## src/rtl/ulb_pkg.sv

```systemverilog
package ulb_pkg;

  typedef enum logic [1:0] {
    TR_IDLE = 2'b00,
    TR_BUSY = 2'b01,
    TR_NSEQ = 2'b10,
    TR_SEQ  = 2'b11
  } trans_e;

  localparam logic [2:0] BURST_INCR = 3'b001;

endpackage

```

## src/rtl/ulb_rst_sync.sv

```systemverilog
module ulb_rst_sync (
  input  logic clk,
  input  logic rst_n,
  output logic rst_n_s
);

  logic stage_q;
  logic out_q;

  always_ff @(posedge clk or negedge rst_n) begin
    if (!rst_n) begin
      stage_q <= 1'b0;
      out_q   <= 1'b0;
    end else begin
      stage_q <= 1'b1;
      out_q   <= stage_q;
    end
  end

  assign rst_n_s = out_q;

endmodule

```

## src/rtl/ulb_len_decode.sv

```systemverilog
// Maps the length code to an enable and a terminal count (length - 1).
module ulb_len_decode #(
  parameter int CFG_W = 3,
  parameter int CNT_W = 7
) (
  input  logic [CFG_W-1:0] code_i,
  output logic             en_o,
  output logic [CNT_W-1:0] term_o
);

  localparam int NCODE = 1 << CFG_W;

  logic [CNT_W-1:0] term_tbl [NCODE];

  // Code 0: unlimited, code 1: single beat, code c >= 2: 2^c beats.
  for (genvar g = 0; g < NCODE; g++) begin : g_tbl
    if (g < 2) begin : g_small
      assign term_tbl[g] = '0;
    end else if (g <= CNT_W) begin : g_pow
      assign term_tbl[g] = CNT_W'((1 << g) - 1);
    end else begin : g_sat
      assign term_tbl[g] = '1;
    end
  end

  assign term_o = term_tbl[code_i];
  assign en_o   = (code_i != '0);

endmodule

```

## src/rtl/ulb_xfer_class.sv

```systemverilog
// Classifies the current transfer for the beat counter.
module ulb_xfer_class
  import ulb_pkg::*;
(
  input  logic [1:0] htrans_i,
  input  logic [2:0] hburst_i,
  input  logic       hready_i,
  input  logic       active_i,
  output logic       start_o,
  output logic       done_o,
  output logic       drop_o
);

  trans_e tr;
  logic   is_incr;
  logic   cont;

  always_comb begin
    tr      = trans_e'(htrans_i);
    is_incr = (hburst_i == BURST_INCR);
    start_o = is_incr && (tr == TR_NSEQ);
    cont    = is_incr && (tr == TR_SEQ) && active_i;
    done_o  = (start_o || cont) && hready_i;
    drop_o  = !is_incr || (tr == TR_IDLE);
  end

endmodule

```

## src/rtl/ulb_beat_ctr.sv

```systemverilog
// Beat counter with latched virtual length and wrap at the terminal count.
module ulb_beat_ctr #(
  parameter int CNT_W = 7
) (
  input  logic             clk,
  input  logic             rst_n,
  input  logic             start_i,
  input  logic             done_i,
  input  logic             drop_i,
  input  logic             code_en_i,
  input  logic [CNT_W-1:0] code_term_i,
  output logic             hit_o,
  output logic             active_o,
  output logic [CNT_W-1:0] cnt_o,
  output logic [CNT_W-1:0] term_o
);

  logic [CNT_W-1:0] cnt_q, cnt_n;
  logic [CNT_W-1:0] term_q, term_n;
  logic             en_q, en_n;
  logic             act_q, act_n;
  logic             cnt_ce, len_ce, act_ce;

  logic             eff_en;
  logic [CNT_W-1:0] eff_term;
  logic [CNT_W-1:0] eff_cnt;
  logic             hit;

  always_comb begin
    eff_en   = start_i ? code_en_i   : en_q;
    eff_term = start_i ? code_term_i : term_q;
    eff_cnt  = start_i ? '0          : cnt_q;
    hit      = rst_n && done_i && eff_en && (eff_cnt == eff_term);
  end

  always_comb begin
    cnt_n  = cnt_q;
    term_n = term_q;
    en_n   = en_q;
    act_n  = act_q;
    cnt_ce = 1'b0;
    len_ce = 1'b0;
    act_ce = 1'b0;
    if (drop_i) begin
      cnt_n  = '0;
      act_n  = 1'b0;
      cnt_ce = 1'b1;
      act_ce = 1'b1;
    end else if (start_i) begin
      act_n  = 1'b1;
      en_n   = code_en_i;
      term_n = code_term_i;
      cnt_n  = (done_i && !hit && code_en_i) ? CNT_W'(1) : '0;
      cnt_ce = 1'b1;
      len_ce = 1'b1;
      act_ce = 1'b1;
    end else if (done_i) begin
      cnt_ce = 1'b1;
      if (hit || !en_q) begin
        cnt_n = '0;
      end else begin
        cnt_n = cnt_q + CNT_W'(1);
      end
    end
  end

  always_ff @(posedge clk or negedge rst_n) begin
    if (!rst_n) begin
      cnt_q <= '0;
    end else if (cnt_ce) begin
      cnt_q <= cnt_n;
    end
  end

  always_ff @(posedge clk or negedge rst_n) begin
    if (!rst_n) begin
      term_q <= '0;
      en_q   <= 1'b0;
    end else if (len_ce) begin
      term_q <= term_n;
      en_q   <= en_n;
    end
  end

  always_ff @(posedge clk or negedge rst_n) begin
    if (!rst_n) begin
      act_q <= 1'b0;
    end else if (act_ce) begin
      act_q <= act_n;
    end
  end

  assign hit_o    = hit;
  assign active_o = act_q;
  assign cnt_o    = cnt_q;
  assign term_o   = term_q;

endmodule

```

## src/rtl/incr_burst_chopper.sv

```systemverilog
module incr_burst_chopper #(
  parameter int CFG_W     = 3,
  parameter int MAX_BEATS = 128
) (
  input  logic             clk,
  input  logic             rst_n,
  input  logic [1:0]       htrans_i,
  input  logic [2:0]       hburst_i,
  input  logic             hready_i,
  input  logic [CFG_W-1:0] ulen_code_i,
  output logic             vend_o
);

  localparam int CNT_W = $clog2(MAX_BEATS);

  logic             rst_n_s;
  logic             start, done, drop, active;
  logic             code_en;
  logic [CNT_W-1:0] code_term;
  logic [CNT_W-1:0] cnt_q;
  logic [CNT_W-1:0] term_q;

  ulb_rst_sync u_rst (
    .clk     (clk),
    .rst_n   (rst_n),
    .rst_n_s (rst_n_s)
  );

  ulb_len_decode #(.CFG_W(CFG_W), .CNT_W(CNT_W)) u_dec (
    .code_i (ulen_code_i),
    .en_o   (code_en),
    .term_o (code_term)
  );

  ulb_xfer_class u_cls (
    .htrans_i (htrans_i),
    .hburst_i (hburst_i),
    .hready_i (hready_i),
    .active_i (active),
    .start_o  (start),
    .done_o   (done),
    .drop_o   (drop)
  );

  ulb_beat_ctr #(.CNT_W(CNT_W)) u_ctr (
    .clk         (clk),
    .rst_n       (rst_n_s),
    .start_i     (start),
    .done_i      (done),
    .drop_i      (drop),
    .code_en_i   (code_en),
    .code_term_i (code_term),
    .hit_o       (vend_o),
    .active_o    (active),
    .cnt_o       (cnt_q),
    .term_o      (term_q)
  );

endmodule

```

## config.mk

```make
export PLATFORM = sky130hd
export DESIGN_NAME = incr_burst_chopper
export DESIGN_NICKNAME = d
export VERILOG_FILES = /design/src/rtl/ulb_pkg.sv /design/src/rtl/ulb_rst_sync.sv /design/src/rtl/ulb_len_decode.sv /design/src/rtl/ulb_xfer_class.sv /design/src/rtl/ulb_beat_ctr.sv /design/src/rtl/incr_burst_chopper.sv
export SDC_FILE = /design/constraint.sdc
export NUM_CORES = 1
export LEC_CHECK = 0
export ABC_AREA = 1
export BUFFER_PORTS_ARGS = -buffer_cell sky130_fd_sc_hd__buf_2
export CAP_MARGIN = 20
export CORE_ASPECT_RATIO = 0.7
export CORE_MARGIN = 2
export CORE_UTILIZATION = 57
export CTS_CLUSTER_SIZE = 25
export DETAILED_ROUTE_END_ITERATION = 8
export PLACE_DENSITY = 0.78
export RECOVER_POWER = 100
export SLEW_MARGIN = 20
export SYNTH_ARGS = -nofsm -noshare
export SYNTH_HDL_FRONTEND = slang
export SYNTH_SLANG_ARGS = --single-unit
export TNS_END_PERCENT = 50
```

## constraint.sdc

```tcl
create_clock -name clk -period 2.3 [get_ports clk]
set_clock_uncertainty 0.1 [all_clocks]
set_input_delay 0.345 -clock clk [delete_from_list [all_inputs] [get_ports clk]]
set_output_delay 0.345 -clock clk [all_outputs]
set_load 0.05 [all_outputs]
```

==> flow_summary.toml <==
[status]
status = "finished, final reports clean"

[synthesis]
synth-async-reset-ratio = 1.00
netlist.area_leader.share = 0.384
mean_post_synth_cell_area_um2 = 7.28
syn_inst = 161
post-synth-top-area-cell = "sky130_fd_sc_hd__dfrtp_1"
synth_compound_gate_area_share = 0.0502
yosys.cell_types.count = 26
synthXorXnorAreaFrac = 0.0374
synth_adder_area_share = 0.0107
combinational_family_with_the_most_area_after_synthesis = "simple AND/OR/NAND/NOR gates"
yosysWarnings = 0
synth_sequential_area_ratio = 0.384
dominantRegCellSynth = "sky130_fd_sc_hd__dfrtp_1"
number_of_enable_type_register_cells_in_the_synthesized_netlist = 0
post_synth_mux_area_share = 0
synth.net_count = 173
synth-simple-area-share = 0.412
synth_area_leaders = "sky130_fd_sc_hd__dfrtp_1 38%, sky130_fd_sc_hd__nand2_1 17%, sky130_fd_sc_hd__inv_1 7.0%"
synth.cell_area_mm2 = 0.00117
synth.ff_latch_count = 18

[grt]
grt-ovfl-total = 0
grt_pass1_vias = 997
track_usage = 0.229
antenna_found_initial = 0
grt_max_degree = 25
first_pass_grt_wire_length_um = 4240

[critical_path]
crit_start = "hburst_i[2]"
end_kind = "primary output"
critPathKind = "in2out"
setup.reg_to_reg.worst_slack_ns = 0.68
endpoint = "vend_o"
critPathMaxStageDelay_ns = 0.20
path_depth = 13
path_depth_of_the_worst_reg2reg_path = 13
worst-endpoint-arrival_ns = 1.73
worst_path_max_delay_cell = "sky130_fd_sc_hd__clkbuf_4"
worst_path_most_repeated_cell = "sky130_fd_sc_hd__nand2_1"
path_max_fanout = 5
crit_required_ns = 1.86
worst_r2r_endpoint = "u_ctr.cnt_o[3]"
r2r_start = "u_ctr.active_o"
worst_setup_path_start_kind = "primary input"
cp_top_family = "simple AND/OR/NAND/NOR gates"
cp_cell_sequence = "clkbuf_1 > nor2_4 > nand2_2 > nor2_4 > buf_4 > nand2_2 > nand2_1 > nand2_1 > nand2_1 > nor2_1 > nand3_2 > inv_1 > clkbuf_4"
critical_path.n_buffers_inverters = 4

[sta]
setup_violations = 0
min_period_ns = 2.17
timing_worst_slew_pin_value_ns = 0.898
fin_setup_tns_ns = 0
highest_achievable_clock_rate_mhz = 461
report.final.slew_viol_count = 0
rel_slew_slack = 0.401
fin_crit_sh = 0.944
hold_viol_final = 0
grt_setup_unrepaired = "false"

[flow_run]
cap_violations = 0

[clock_network]
root_buffer_master = "sky130_fd_sc_hd__clkbuf_4"
clock_insertion_delay_worst_skew_ns = 0.30
htree_levels = 1
post_cts_buffers = 0
clock_tree_from_tritoncts = "built"
tritoncts_buffers = 3
clk_transition_reported_paths_ns = 0.09
clock-sinks = 18
max-clock-path-buffers = 2

[floorplan]
fp.dieH_um = 41.9
initial_core_util = 0.616
design.die.area_mm2 = 0.00244
rows = 13
die_x_um = 58.2
design.core.area_mm2 = 0.00190
pin_count = 12

[pwr]
fin_total_pwr_w = 0.000642
switchingPower_w = 0.000192
power.share.switching = 0.299
seq_power_share = 0.556
irDropWorstVdd_mv = 0.438
cellInternalPower_w = 0.000450
power.clock.fraction = 0.244
combinationalPowerShare = 0.200
power.static_leakage_nw = 0.656
p_per_area_mw_per_mm2 = 505

[detailed_routing]
detailedRoute.firstIterationViolations = 50
postRouteWirelength_um = 2470
dr_total_vias = 1032
remaining_drc_errors = 0
detail_route.first_pass.iterations = 4
wl_per_cell_um = 12.4
ant_nets = 0
routed_via_density = 5.19

[final_layout]
layout-drive-gt1-share = 0.186
n_fill_cell = 169
commonest_non_fill_non_tap_cell_in_the_layout = "sky130_fd_sc_hd__nand2_1"
final_cell_mix = "55 x sky130_fd_sc_hd__nand2_1, 23 x sky130_fd_sc_hd__inv_1, 18 x sky130_fd_sc_hd__dfrtp_1, 13 x sky130_fd_sc_hd__nand3_1, 11 x sky130_fd_sc_hd__nor2_1"
final_util = 0.668
num-nets-final = 191
num_antenna_cells = 0
area_growth_synth_to_finish_pct = 8.43

[hold_path]
worst_hold_path_class = "in2async"

[placement]
io_buffers = 11
detailed_place_hpwl_um = 1860
gp_congestion = 0.857
-- repair_timing --
action,4_1_cts,5_1_grt
hold buffers,1,0
setup endpoints to repair,0,1
endpoints found under the hold margin,2,0
gates resized for setup,0,2
-- cells by family after synthesis --
group / Yosys count
buffers and inverters: 28
AO/OA/AOI/OAI: 8
XOR/XNOR: 5
AND/OR/NAND/NOR: 100
flip-flops: 18
adder cells (fa/ha/maj): 1
other: 1
-- worst min-delay path by stage --
stage          slack (ns)         endpoint     startpoint  cells after the start
6_report             0.26    u_rst.rst_n_s          rst_n                      2
5_1_grt              0.26    u_rst.stage_q          rst_n                      2
4_1_cts              0.11  u_ctr.term_o[1]  u_rst.rst_n_s                      1
3_5_place_dp         0.03    u_rst.rst_n_s          rst_n                      1
3_3_place_gp         0.03    u_rst.rst_n_s          rst_n                      1
2_1_floorplan       -0.05    u_rst.rst_n_s          rst_n                      0
-- layer usage --
| metal | up-vias | track usage | wire (µm) |
|---|---|---|---|
| met3 | 4 | 0.0592 | 211 |
| li1 | 524 | - | - |
| met5 | - | 0 | 0 |
| met1 | 471 | 0.306 | 1140 |
| met2 | 33 | 0.364 | 1100 |
| met4 | 0 | 0.0698 | 25 |
-- flip-flops by register name, indices dropped and copies added, names as in the netlist --
register and flops:
u_ctr.cnt_o 7, u_ctr.active_o 1, u_ctr.term_o 7, u_rst.stage_q 1, u_ctr.en_q 1, u_rst.rst_n_s 1
-- worst register-to-register path, cell delays in order (launching register included) --
cell and delay (ns):
sky130_fd_sc_hd__dfrtp_1 0.33, sky130_fd_sc_hd__inv_1 0.05, sky130_fd_sc_hd__nand2_1 0.05, sky130_fd_sc_hd__nand2_1 0.09
sky130_fd_sc_hd__nor3_2 0.13, sky130_fd_sc_hd__nand2_1 0.07, sky130_fd_sc_hd__clkinv_1 0.04, sky130_fd_sc_hd__nand2_1 0.04
sky130_fd_sc_hd__nor2_1 0.11, sky130_fd_sc_hd__nand3_2 0.13, sky130_fd_sc_hd__nand2_2 0.09, sky130_fd_sc_hd__inv_1 0.05
sky130_fd_sc_hd__nand2_1 0.14, sky130_fd_sc_hd__o21ai_0 0.09
-- synthesized netlist by cell type (2+ instances only) --
master / instances
sky130_fd_sc_hd__buf_6: 2
sky130_fd_sc_hd__nand2_1: 54
sky130_fd_sc_hd__o21ai_0: 3
sky130_fd_sc_hd__inv_2: 2
sky130_fd_sc_hd__nand2_2: 6
sky130_fd_sc_hd__nor2_4: 3
sky130_fd_sc_hd__xor2_1: 4
sky130_fd_sc_hd__nand3_1: 13
sky130_fd_sc_hd__nor2_2: 4
sky130_fd_sc_hd__o21ai_2: 5
sky130_fd_sc_hd__dfrtp_1: 18
sky130_fd_sc_hd__nor2_1: 11
sky130_fd_sc_hd__clkinv_1: 2
sky130_fd_sc_hd__inv_1: 22
-- metrics by stage --
step | cells | hold slack [ns] | area (µm²) | setup slack (ns)
final | 199 | 0.257 | 1270 | 0.129
after global routing | 199 | 0.258 | 1270 | 0.0118
after CTS | 198 | 0.112 | 1280 | 0.0545
after detailed placement | 194 | 0.0311 | 1250 | 0.0615
after global placement | 194 | 0.0299 | 1250 | 0.107
after floorplan | 161 | -0.0506 | 1170 | 0.262
-- power groups by stage --
| stage | combinational [W] | clock, W | sequential (W) |
|---|---|---|---|
| 6_report | 0.000129 | 0.000156 | 0.000357 |
| 5_1_grt | 0.000147 | 0.000175 | 0.000360 |
| 4_1_cts | 0.000129 | 0.000162 | 0.000357 |
| 3_5_place_dp | 0.000127 | 0 | 0.000363 |
| 3_3_place_gp | 0.000123 | 0 | 0.000362 |
| 2_1_floorplan | 0.0000891 | 0 | 0.000363 |
-- area by class of cell --
| cell class | instances | area (µm²) | area share |
|---|---|---|---|
| multi-input combinational | 116 | 598 | 0.470 |
| tap | 22 | 27.5 | 0.0217 |
| clock buffer | 3 | 22.5 | 0.0177 |
| inverter | 26 | 97.6 | 0.0768 |
| sequential | 18 | 450 | 0.354 |
| timing repair buffer | 14 | 75.1 | 0.0591 |
Power figures use the tool's default switching activity.
